## src/rtl/lwsw_pkg.sv

```systemverilog
package lwsw_pkg;
  typedef enum logic {
    ST_IDLE  = 1'b0,
    ST_ISSUE = 1'b1
  } lwsw_state_e;
endpackage

```

## src/rtl/lwsw_col_pick.sv

```systemverilog
// Lowest-active-row search for one lane column.
module lwsw_col_pick #(
  parameter int ROWS = 4,
  parameter int RW   = (ROWS > 1) ? $clog2(ROWS) : 1
) (
  input  logic [ROWS-1:0] col_i,
  output logic            found_o,
  output logic [RW-1:0]   row_o,
  output logic [ROWS-1:0] hit_o
);
  always_comb begin
    row_o = '0;
    hit_o = '0;
    for (int r = ROWS - 1; r >= 0; r--) begin
      if (col_i[r]) begin
        row_o    = RW'(r);
        hit_o    = '0;
        hit_o[r] = 1'b1;
      end
    end
  end

  assign found_o = |col_i;
endmodule

```

## src/rtl/lwsw_picker.sv

```systemverilog
// Forms one sub-warp from the working mask: one search per lane column.
module lwsw_picker #(
  parameter int LANES = 8,
  parameter int ROWS  = 4,
  parameter int RW    = (ROWS > 1) ? $clog2(ROWS) : 1
) (
  input  logic [LANES*ROWS-1:0] work_i,
  input  logic                  uncond_i,
  output logic [LANES-1:0]      lane_o,
  output logic [LANES*RW-1:0]   row_o,
  output logic [LANES*ROWS-1:0] clear_o,
  output logic                  rest_empty_o
);
  localparam int THREADS = LANES * ROWS;

  logic [ROWS-1:0]    col_w [LANES];
  logic [ROWS-1:0]    hit_w [LANES];
  logic [THREADS-1:0] pick_clear;
  logic [THREADS-1:0] rest;

  for (genvar l = 0; l < LANES; l++) begin : g_lane
    for (genvar r = 0; r < ROWS; r++) begin : g_row
      assign col_w[l][r]            = work_i[r*LANES + l];
      assign pick_clear[r*LANES + l] = hit_w[l][r];
    end

    lwsw_col_pick #(
      .ROWS (ROWS),
      .RW   (RW)
    ) u_col (
      .col_i   (col_w[l]),
      .found_o (lane_o[l]),
      .row_o   (row_o[l*RW +: RW]),
      .hit_o   (hit_w[l])
    );
  end

  // A single pass retires the whole warp when the branch is unconditional.
  assign clear_o      = uncond_i ? {THREADS{1'b1}} : pick_clear;
  assign rest         = work_i & ~clear_o;
  assign rest_empty_o = ~|rest;
endmodule

```

## src/rtl/lwsw_ctrl.sv

```systemverilog
// Holds the working mask and sequences load, issue and completion.
module lwsw_ctrl
  import lwsw_pkg::*;
#(
  parameter int THREADS = 32
) (
  input  logic               clk,
  input  logic               rst_n,
  input  logic               load_i,
  input  logic [THREADS-1:0] mask_i,
  input  logic               uncond_i,
  input  logic               ready_i,
  input  logic [THREADS-1:0] clear_i,
  input  logic               rest_empty_i,
  output logic               valid_o,
  output logic [THREADS-1:0] work_o,
  output logic               uncond_o,
  output logic               done_o
);
  lwsw_state_e        state_q, state_d;
  logic [THREADS-1:0] work_q, work_d;
  logic               unc_q, unc_d;
  logic               done_q, done_d;
  logic               work_en;
  logic               unc_en;

  always_comb begin
    state_d = state_q;
    work_d  = work_q;
    unc_d   = unc_q;
    done_d  = 1'b0;
    work_en = 1'b0;
    unc_en  = 1'b0;
    unique case (state_q)
      ST_IDLE: begin
        if (load_i) begin
          if (|mask_i) begin
            state_d = ST_ISSUE;
            work_d  = mask_i;
            unc_d   = uncond_i;
            work_en = 1'b1;
            unc_en  = 1'b1;
          end else begin
            done_d = 1'b1;
          end
        end
      end
      ST_ISSUE: begin
        if (ready_i) begin
          work_en = 1'b1;
          if (rest_empty_i) begin
            state_d = ST_IDLE;
            work_d  = '0;
            done_d  = 1'b1;
          end else begin
            work_d = work_q & ~clear_i;
          end
        end
      end
      default: state_d = ST_IDLE;
    endcase
  end

  always_ff @(posedge clk or negedge rst_n) begin
    if (!rst_n) begin
      state_q <= ST_IDLE;
      done_q  <= 1'b0;
    end else begin
      state_q <= state_d;
      done_q  <= done_d;
    end
  end

  always_ff @(posedge clk or negedge rst_n) begin
    if (!rst_n) begin
      work_q <= '0;
    end else if (work_en) begin
      work_q <= work_d;
    end
  end

  always_ff @(posedge clk or negedge rst_n) begin
    if (!rst_n) begin
      unc_q <= 1'b0;
    end else if (unc_en) begin
      unc_q <= unc_d;
    end
  end

  assign valid_o  = (state_q == ST_ISSUE);
  assign work_o   = work_q;
  assign uncond_o = unc_q;
  assign done_o   = done_q;
endmodule

```

## src/rtl/lwsw_former.sv

```systemverilog
module lwsw_former #(
  parameter int LANES   = 8,
  parameter int ROWS    = 4,
  localparam int THREADS = LANES * ROWS,
  localparam int RW      = (ROWS > 1) ? $clog2(ROWS) : 1
) (
  input  logic                clk,
  input  logic                rst_n,
  input  logic                load_i,
  input  logic [THREADS-1:0]  mask_i,
  input  logic                uncond_i,
  output logic                sw_valid_o,
  input  logic                sw_ready_i,
  output logic [LANES-1:0]    sw_lane_o,
  output logic [LANES*RW-1:0] sw_row_o,
  output logic                sw_last_o,
  output logic                done_o
);
  logic [THREADS-1:0] work;
  logic [THREADS-1:0] clear;
  logic               unc;
  logic               rest_empty;
  logic               valid;

  lwsw_ctrl #(
    .THREADS (THREADS)
  ) u_ctrl (
    .clk          (clk),
    .rst_n        (rst_n),
    .load_i       (load_i),
    .mask_i       (mask_i),
    .uncond_i     (uncond_i),
    .ready_i      (sw_ready_i),
    .clear_i      (clear),
    .rest_empty_i (rest_empty),
    .valid_o      (valid),
    .work_o       (work),
    .uncond_o     (unc),
    .done_o       (done_o)
  );

  lwsw_picker #(
    .LANES (LANES),
    .ROWS  (ROWS),
    .RW    (RW)
  ) u_pick (
    .work_i       (work),
    .uncond_i     (unc),
    .lane_o       (sw_lane_o),
    .row_o        (sw_row_o),
    .clear_o      (clear),
    .rest_empty_o (rest_empty)
  );

  assign sw_valid_o = valid;
  assign sw_last_o  = valid & rest_empty;
endmodule

```

## config.mk

```make
export PLATFORM = sky130hd
export DESIGN_NAME = lwsw_former
export DESIGN_NICKNAME = d
export VERILOG_FILES = /design/src/rtl/lwsw_pkg.sv /design/src/rtl/lwsw_col_pick.sv /design/src/rtl/lwsw_picker.sv /design/src/rtl/lwsw_ctrl.sv /design/src/rtl/lwsw_former.sv
export SDC_FILE = /design/constraint.sdc
export NUM_CORES = 1
export LEC_CHECK = 0
export BUFFER_PORTS_ARGS = -buffer_cell sky130_fd_sc_hd__buf_2
export CORE_ASPECT_RATIO = 0.5
export CORE_MARGIN = 10
export CORE_UTILIZATION = 46
export DETAILED_ROUTE_END_ITERATION = 8
export GPL_TIMING_DRIVEN = 1
export HOLD_SLACK_MARGIN = 0.02
export PLACE_DENSITY = 0.76
export SLEW_MARGIN = 20
export SYNTH_ARGS = -nofsm -noshare
export SYNTH_HDL_FRONTEND = slang
export SYNTH_SLANG_ARGS = --single-unit
```

## constraint.sdc

```tcl
create_clock -name clk -period 1.7 [get_ports clk]
set_input_delay 0.085 -clock clk [delete_from_list [all_inputs] [get_ports clk]]
set_output_delay 0.085 -clock clk [all_outputs]
set_load 0.01 [all_outputs]
```

* Word-level counts from Yosys, hierarchy flattened
Cells that the tools add are included.
** Cells by class
- Mux-type cells :: 83
- Equality and inequality tests :: 3
- Reduce and logical (&&, ||, !) cells :: 13
- Bitwise gates (word level) :: 4
** Operators by type and width (count)
- $mux W32 :: 5
- $mux W4 :: 32
- $mux W2 :: 32
- $pmux W32 S2 :: 1
- $reduce_or A32 Y1 :: 2
- $and A32 B32 Y32 :: 1
- $not A32 Y32 :: 1
- $reduce_or A4 Y1 :: 8
- $mux W1 :: 10
- $reduce_and A4 Y1 :: 2
- $pmux W1 S2 :: 3
- $ne A2 B2 Y1 const B :: 2
- $ne A2 B1 Y1 const B :: 1
- $and A1 B1 Y1 :: 1
- $logic_not A1 Y1 :: 1
- $not A1 Y1 :: 1
** Storage, ports and cells
- Word-level logic and storage cells :: 107
- Input bits :: 37
- Register bits :: 35

* Longest topological paths before layout
- Depth after elaboration :: 11
- Gate-level depth with buffers :: 7
- Mapped depth without buffers :: 5

* Modules after synthesis
A second synthesis with hierarchy kept.
** Unflattened totals
- Cell total of the unflattened synthesis :: 368
- Area, all modules :: 2765.2 µm²
** By module, submodules not included
- lwsw_ctrl :: area each 1801.7 µm², cells an instance 191, seq. area each 875.8 µm², instances 1
- lwsw_col_pick :: area each 61.3 µm², cells an instance 11, seq. area each 0.0 µm², instances 8
- lwsw_picker :: area each 466.7 µm², cells an instance 88, seq. area each 0.0 µm², instances 1
- lwsw_former :: area each 6.3 µm², cells an instance 1, seq. area each 0.0 µm², instances 1

* Worst setup path before layout
OpenSTA, ideal clock, no wires.
- Kind :: flip-flop to flip-flop
- Start :: register u_ctrl.work_q[3] (netlist: u_ctrl.work_o[3])
- End :: register u_ctrl.state_q (netlist: u_ctrl.valid_o)
- Stages on the path, launching flop included :: 6
- Buffers on the path :: 0
- Arrival :: 1.541 ns
- Period minus slack after synthesis :: 1.660 ns
- Path slack :: 0.040 ns
- Path through :: dfrtp_1 -> or2_1 -> maj3_1 -> o41ai_2 -> nand4_1 -> o21a_1
** On the way
- Word-level cells in the longest chain between the ends :: 8
** Ends and longest elaborated chain
- start, declared :: RTL line lwsw_ctrl.sv:21 : logic [THREADS-1:0] work_q, work_d;
- start signal, assigned :: RTL line lwsw_ctrl.sv:78 : work_q <= work_d;
- $mux W4 :: RTL line lwsw_col_pick.sv:15 : if (col_i[r]) begin
- $mux W32 :: RTL line lwsw_picker.sv:39 : assign clear_o = uncond_i ? {THREADS{1'b1}} : pick_clear;
- $not A32 Y32 :: RTL line lwsw_picker.sv:40 : assign rest = work_i & ~clear_o;
- $and A32 B32 Y32 (*) :: RTL line lwsw_picker.sv:40
- $reduce_or A32 Y1 (*) :: RTL line lwsw_picker.sv:41 : assign rest_empty_o = ~|rest;
- $mux W1 (*) :: RTL line lwsw_ctrl.sv:51 : if (rest_empty_i) begin
- $mux W1 (*) :: RTL line lwsw_ctrl.sv:49 : if (ready_i) begin
- $pmux W1 S2 (*) :: RTL line lwsw_ctrl.sv:34 : unique case (state_q)
- net u_ctrl.state_d :: RTL line lwsw_ctrl.sv:20 : lwsw_state_e state_q, state_d;
- end signal, assigned :: RTL line lwsw_ctrl.sv:69 : state_q <= state_d;
- end, declared :: RTL line lwsw_ctrl.sv:20
Mark *: on every way through the listed nets, which the timed path passes. The rest lies on a longest branch.
A chain may end at the register's enable or synchronous reset.

* Worst setup path in the final report
- Start :: register u_ctrl.work_q[11] (netlist: u_ctrl.work_o[11])
- End :: output sw_last_o
** On the way
- Word-level cells in the longest chain between the ends :: 8
** Ends and longest elaborated chain
- $mux W4 (2 in series) :: RTL line lwsw_col_pick.sv:15
- $mux W32 :: RTL line lwsw_picker.sv:39
- $not A32 Y32 :: RTL line lwsw_picker.sv:40
- $and A32 B32 Y32 (*) :: RTL line lwsw_picker.sv:40
- $reduce_or A32 Y1 (*) :: RTL line lwsw_picker.sv:41
- $logic_not A1 Y1 (*) :: RTL line lwsw_picker.sv:41
- $and A1 B1 Y1 (*) :: RTL line lwsw_former.sv:56 : assign sw_last_o = valid & rest_empty;
- end, declared :: RTL line lwsw_former.sv:16 : output logic sw_last_o,
Mark *: on every way between the ends. The rest lies on a longest branch, timed or not.

==> results.sh <==
export IMPL_synth_async_reset_ratio_pct=100
export IMPL_vias_per_cell=5.86
export IMPL_clkSlewWorstSetupHoldPaths_ns=0.07
export IMPL_drt_wl_total_mm=7.21
export IMPL_synthTopCellsByCount="37 x nor2_1, 35 x dfrtp_1, 33 x nand2_1"
export IMPL_core_region_area_um2=4400
export IMPL_cts_tree="built"
export IMPL_die_area_um2=7830
export IMPL_drt_pass1_iter_count=5
export IMPL_first_iter_violations=174
export IMPL_hold_violations=0
export IMPL_die_width_um=116
export IMPL_num_rows=17
export IMPL_rsz0062_at_grt="true"
export IMPL_ys_types=37
export IMPL_max_clock_path_buffers=2
export IMPL_crit_path_start="u_ctrl.work_o[11]"
export IMPL_final_setup_viol_count=3
export IMPL_peakVddDrop_mv=0.987
export IMPL_synth_warnings=0
export IMPL_grt_max_degree=36
export IMPL_drive_gt1_share_pct=32.7
export IMPL_utilization_pct=63.4
export IMPL_grt_pass1_wl_mm=11.2
export IMPL_antenna_cells=0
export IMPL_grt_usage_pct=18.4
export IMPL_dp_cells=380
export IMPL_synthesis_area_um2=2100
export IMPL_slew_violations=0
export IMPL_yosys_top_cells_area="dfrtp_1 42%, nor2_1 6.6%, nand2_1 5.9%"
export IMPL_numCtsBuffers=5
export IMPL_io_buffers=63
export IMPL_vias=2343
export IMPL_synthCells=252
export IMPL_yosys_most_used_dff="dfrtp_1"
export IMPL_start_util_pct=47.7
export IMPL_clock_sinks=35
export IMPL_ant_nets=0
export IMPL_status="finished with violations"
export IMPL_critPathKind="reg -> out"
export IMPL_h_tree_depth=2
export IMPL_synth_top_area_share_pct=41.7
export IMPL_grt_pass1_vias=2300
export IMPL_pin_count=64
export IMPL_arrival_ns=1.96
export IMPL_powerDensity_nw_per_um2=1950
export IMPL_insertion_delay_ns=0.29
export IMPL_end_kind="output port"
export IMPL_overflow=0
export IMPL_fin_crit_ns=2.05
export IMPL_p_leak_nw=1.43
export IMPL_min_from="mask_i[4]"
export IMPL_drcViolationCount=0
export IMPL_syn_to_final_growth_pct=33.1
export IMPL_wl_per_cell_um=18.0
export IMPL_root_buffer="clkbuf_8"
export IMPL_syn_nets=289
export IMPL_synth_most_common_cell="nor2_1"
export IMPL_synth_ff_latch_count=35
export IMPL_maxCapViolCount=0
export IMPL_worstSetupStartpointType="register"
export IMPL_required_ns=1.62
export IMPL_reg2reg_from="u_ctrl.work_o[11]"
export IMPL_clock_skew_ns=0.00677
export IMPL_antenna_found_initial=0
export IMPL_place_gp_congestion=0.932
export IMPL_fin_cells=400
export IMPL_hold_class="in -> reg"
export IMPL_ys_seq_area_share_pct=41.7
export IMPL_failed_checks="negative setup slack"
export IMPL_nets=379
export IMPL_die_h_um=67.8
export IMPL_maxSlewHeadroom_pct=46.4
export IMPL_setup_slack_ns=-0.346
export IMPL_yosysTopAreaCell="dfrtp_1"
export IMPL_synth_edf_count=0
export IMPL_worst_slew_pin_slew_ns=0.804
export IMPL_dp_hpwl_mm=5.57
export IMPL_max_freq_ghz=0.489
export IMPL_synth_area_per_cell_um2=8.33
export IMPL_path_max_fanout=2
export IMPL_layout_worst_path_cycle_share_pct=120
state kept, by name (all words and copies together) (netlist names):
register and cells:
u_ctrl.uncond_o 1, u_ctrl.valid_o 1, u_ctrl.work_o 32, u_ctrl.done_o 1
logic make-up (layout without fill, tap and decap cells):
kind of cell / Yosys count / count (layout) / synth area share (%)
adders and majority gates: 1 / 1 / 0.477
DFF: 35 / 35 / 41.7
and+or+nand+nor: 119 / 119 / 26.1
buffers and inverters: 34 / 125 / 9.00
AOI/OAI and AO/OA: 63 / 63 / 22.7
stage by stage:
stage	setup TNS, ns	worst slack (ns)	area [µm²]	hold WS (ns)	power [mW]
after floorplan	0	0.0399	2100	-0.211	3.49
after global placement	-0.380	-0.0453	2570	0.214	4.52
after detailed placement	-0.722	-0.0710	2570	0.217	4.62
after CTS	-0.451	-0.314	2780	0.0260	5.39
after global routing	-0.817	-0.423	2790	0.0349	5.85
final	-0.558	-0.346	2790	0.0199	5.45
layout make-up:
type                            instances  area, µm²
Inverter                               14       52.6
Tap cell                               57       71.3
Multi-Input combinational cell        183       1040
Fill cell                             400       1610
Sequential cell                        35        876
Clock buffer                            8        100
Timing Repair Buffer                  103        656
critical path, cell delays in order (launching register included):
cell      delay [ns]
dfrtp_1         0.38
buf_6           0.12
a222oi_1        0.34
nand4_1         0.20
o41ai_2         0.29
and3_1          0.21
buf_2           0.13
report_power, final:
part           switching, mW  internal, mW  leakage, nW
sequential             0.420          1.17        0.456
combinational           1.73          1.44        0.925
clock                  0.312         0.370       0.0515
total                   2.47          2.98         1.43
path summary, 6_finish.rpt:
path,end,slack (ns),cells past startpoint
worst max-delay path,sw_last_o,-0.35,6
worst min-delay path,u_ctrl.work_o[4],0.02,3
worst max register to register,u_ctrl.valid_o,-0.16,7
worst min register to register,u_ctrl.work_o[23],0.55,1
max in group asynchronous,u_ctrl.work_o[10],0.77,2
min in group asynchronous,u_ctrl.work_o[19],0.42,2
layout by cell type (no fill, tap or decap), types with 2 or more instances in the layout:
cell type / instances
buf_4: 29
dlygate4sd3_1: 8
clkbuf_8: 7
nand4_1: 4
dfrtp_1: 35
or4_1: 2
nand3_1: 8
o21a_1: 2
o22ai_1: 5
nor2_1: 37
o221a_2: 5
a221o_1: 10
and3_1: 7
nor3_1: 13
a21oi_1: 17
nand2_1: 33
a22oi_1: 2
a211oi_1: 6
buf_6: 2
buf_2: 63
nor4_1: 9
o21ai_0: 8
inv_1: 14
repair_timing:
action	CTS	global route
resized for setup	3	1
setup endpoints to repair	2	6
pin swaps	2	0
endpoints found under the hold margin	42	0
setup buffers	4	1
hold buffers	8	0
layer usage:
metal  wire, µm  part of all wire, %  vias up  track usage (%)
li1           -                    -     1091                -
met1       2870                   40     1098             22.2
met2       3580                   50      130             31.0
met3        584                  8.1       24             4.60
met4        170                  2.4        0             8.46
met5          0                    0        -                0
(Power assumes the default switching activity.)
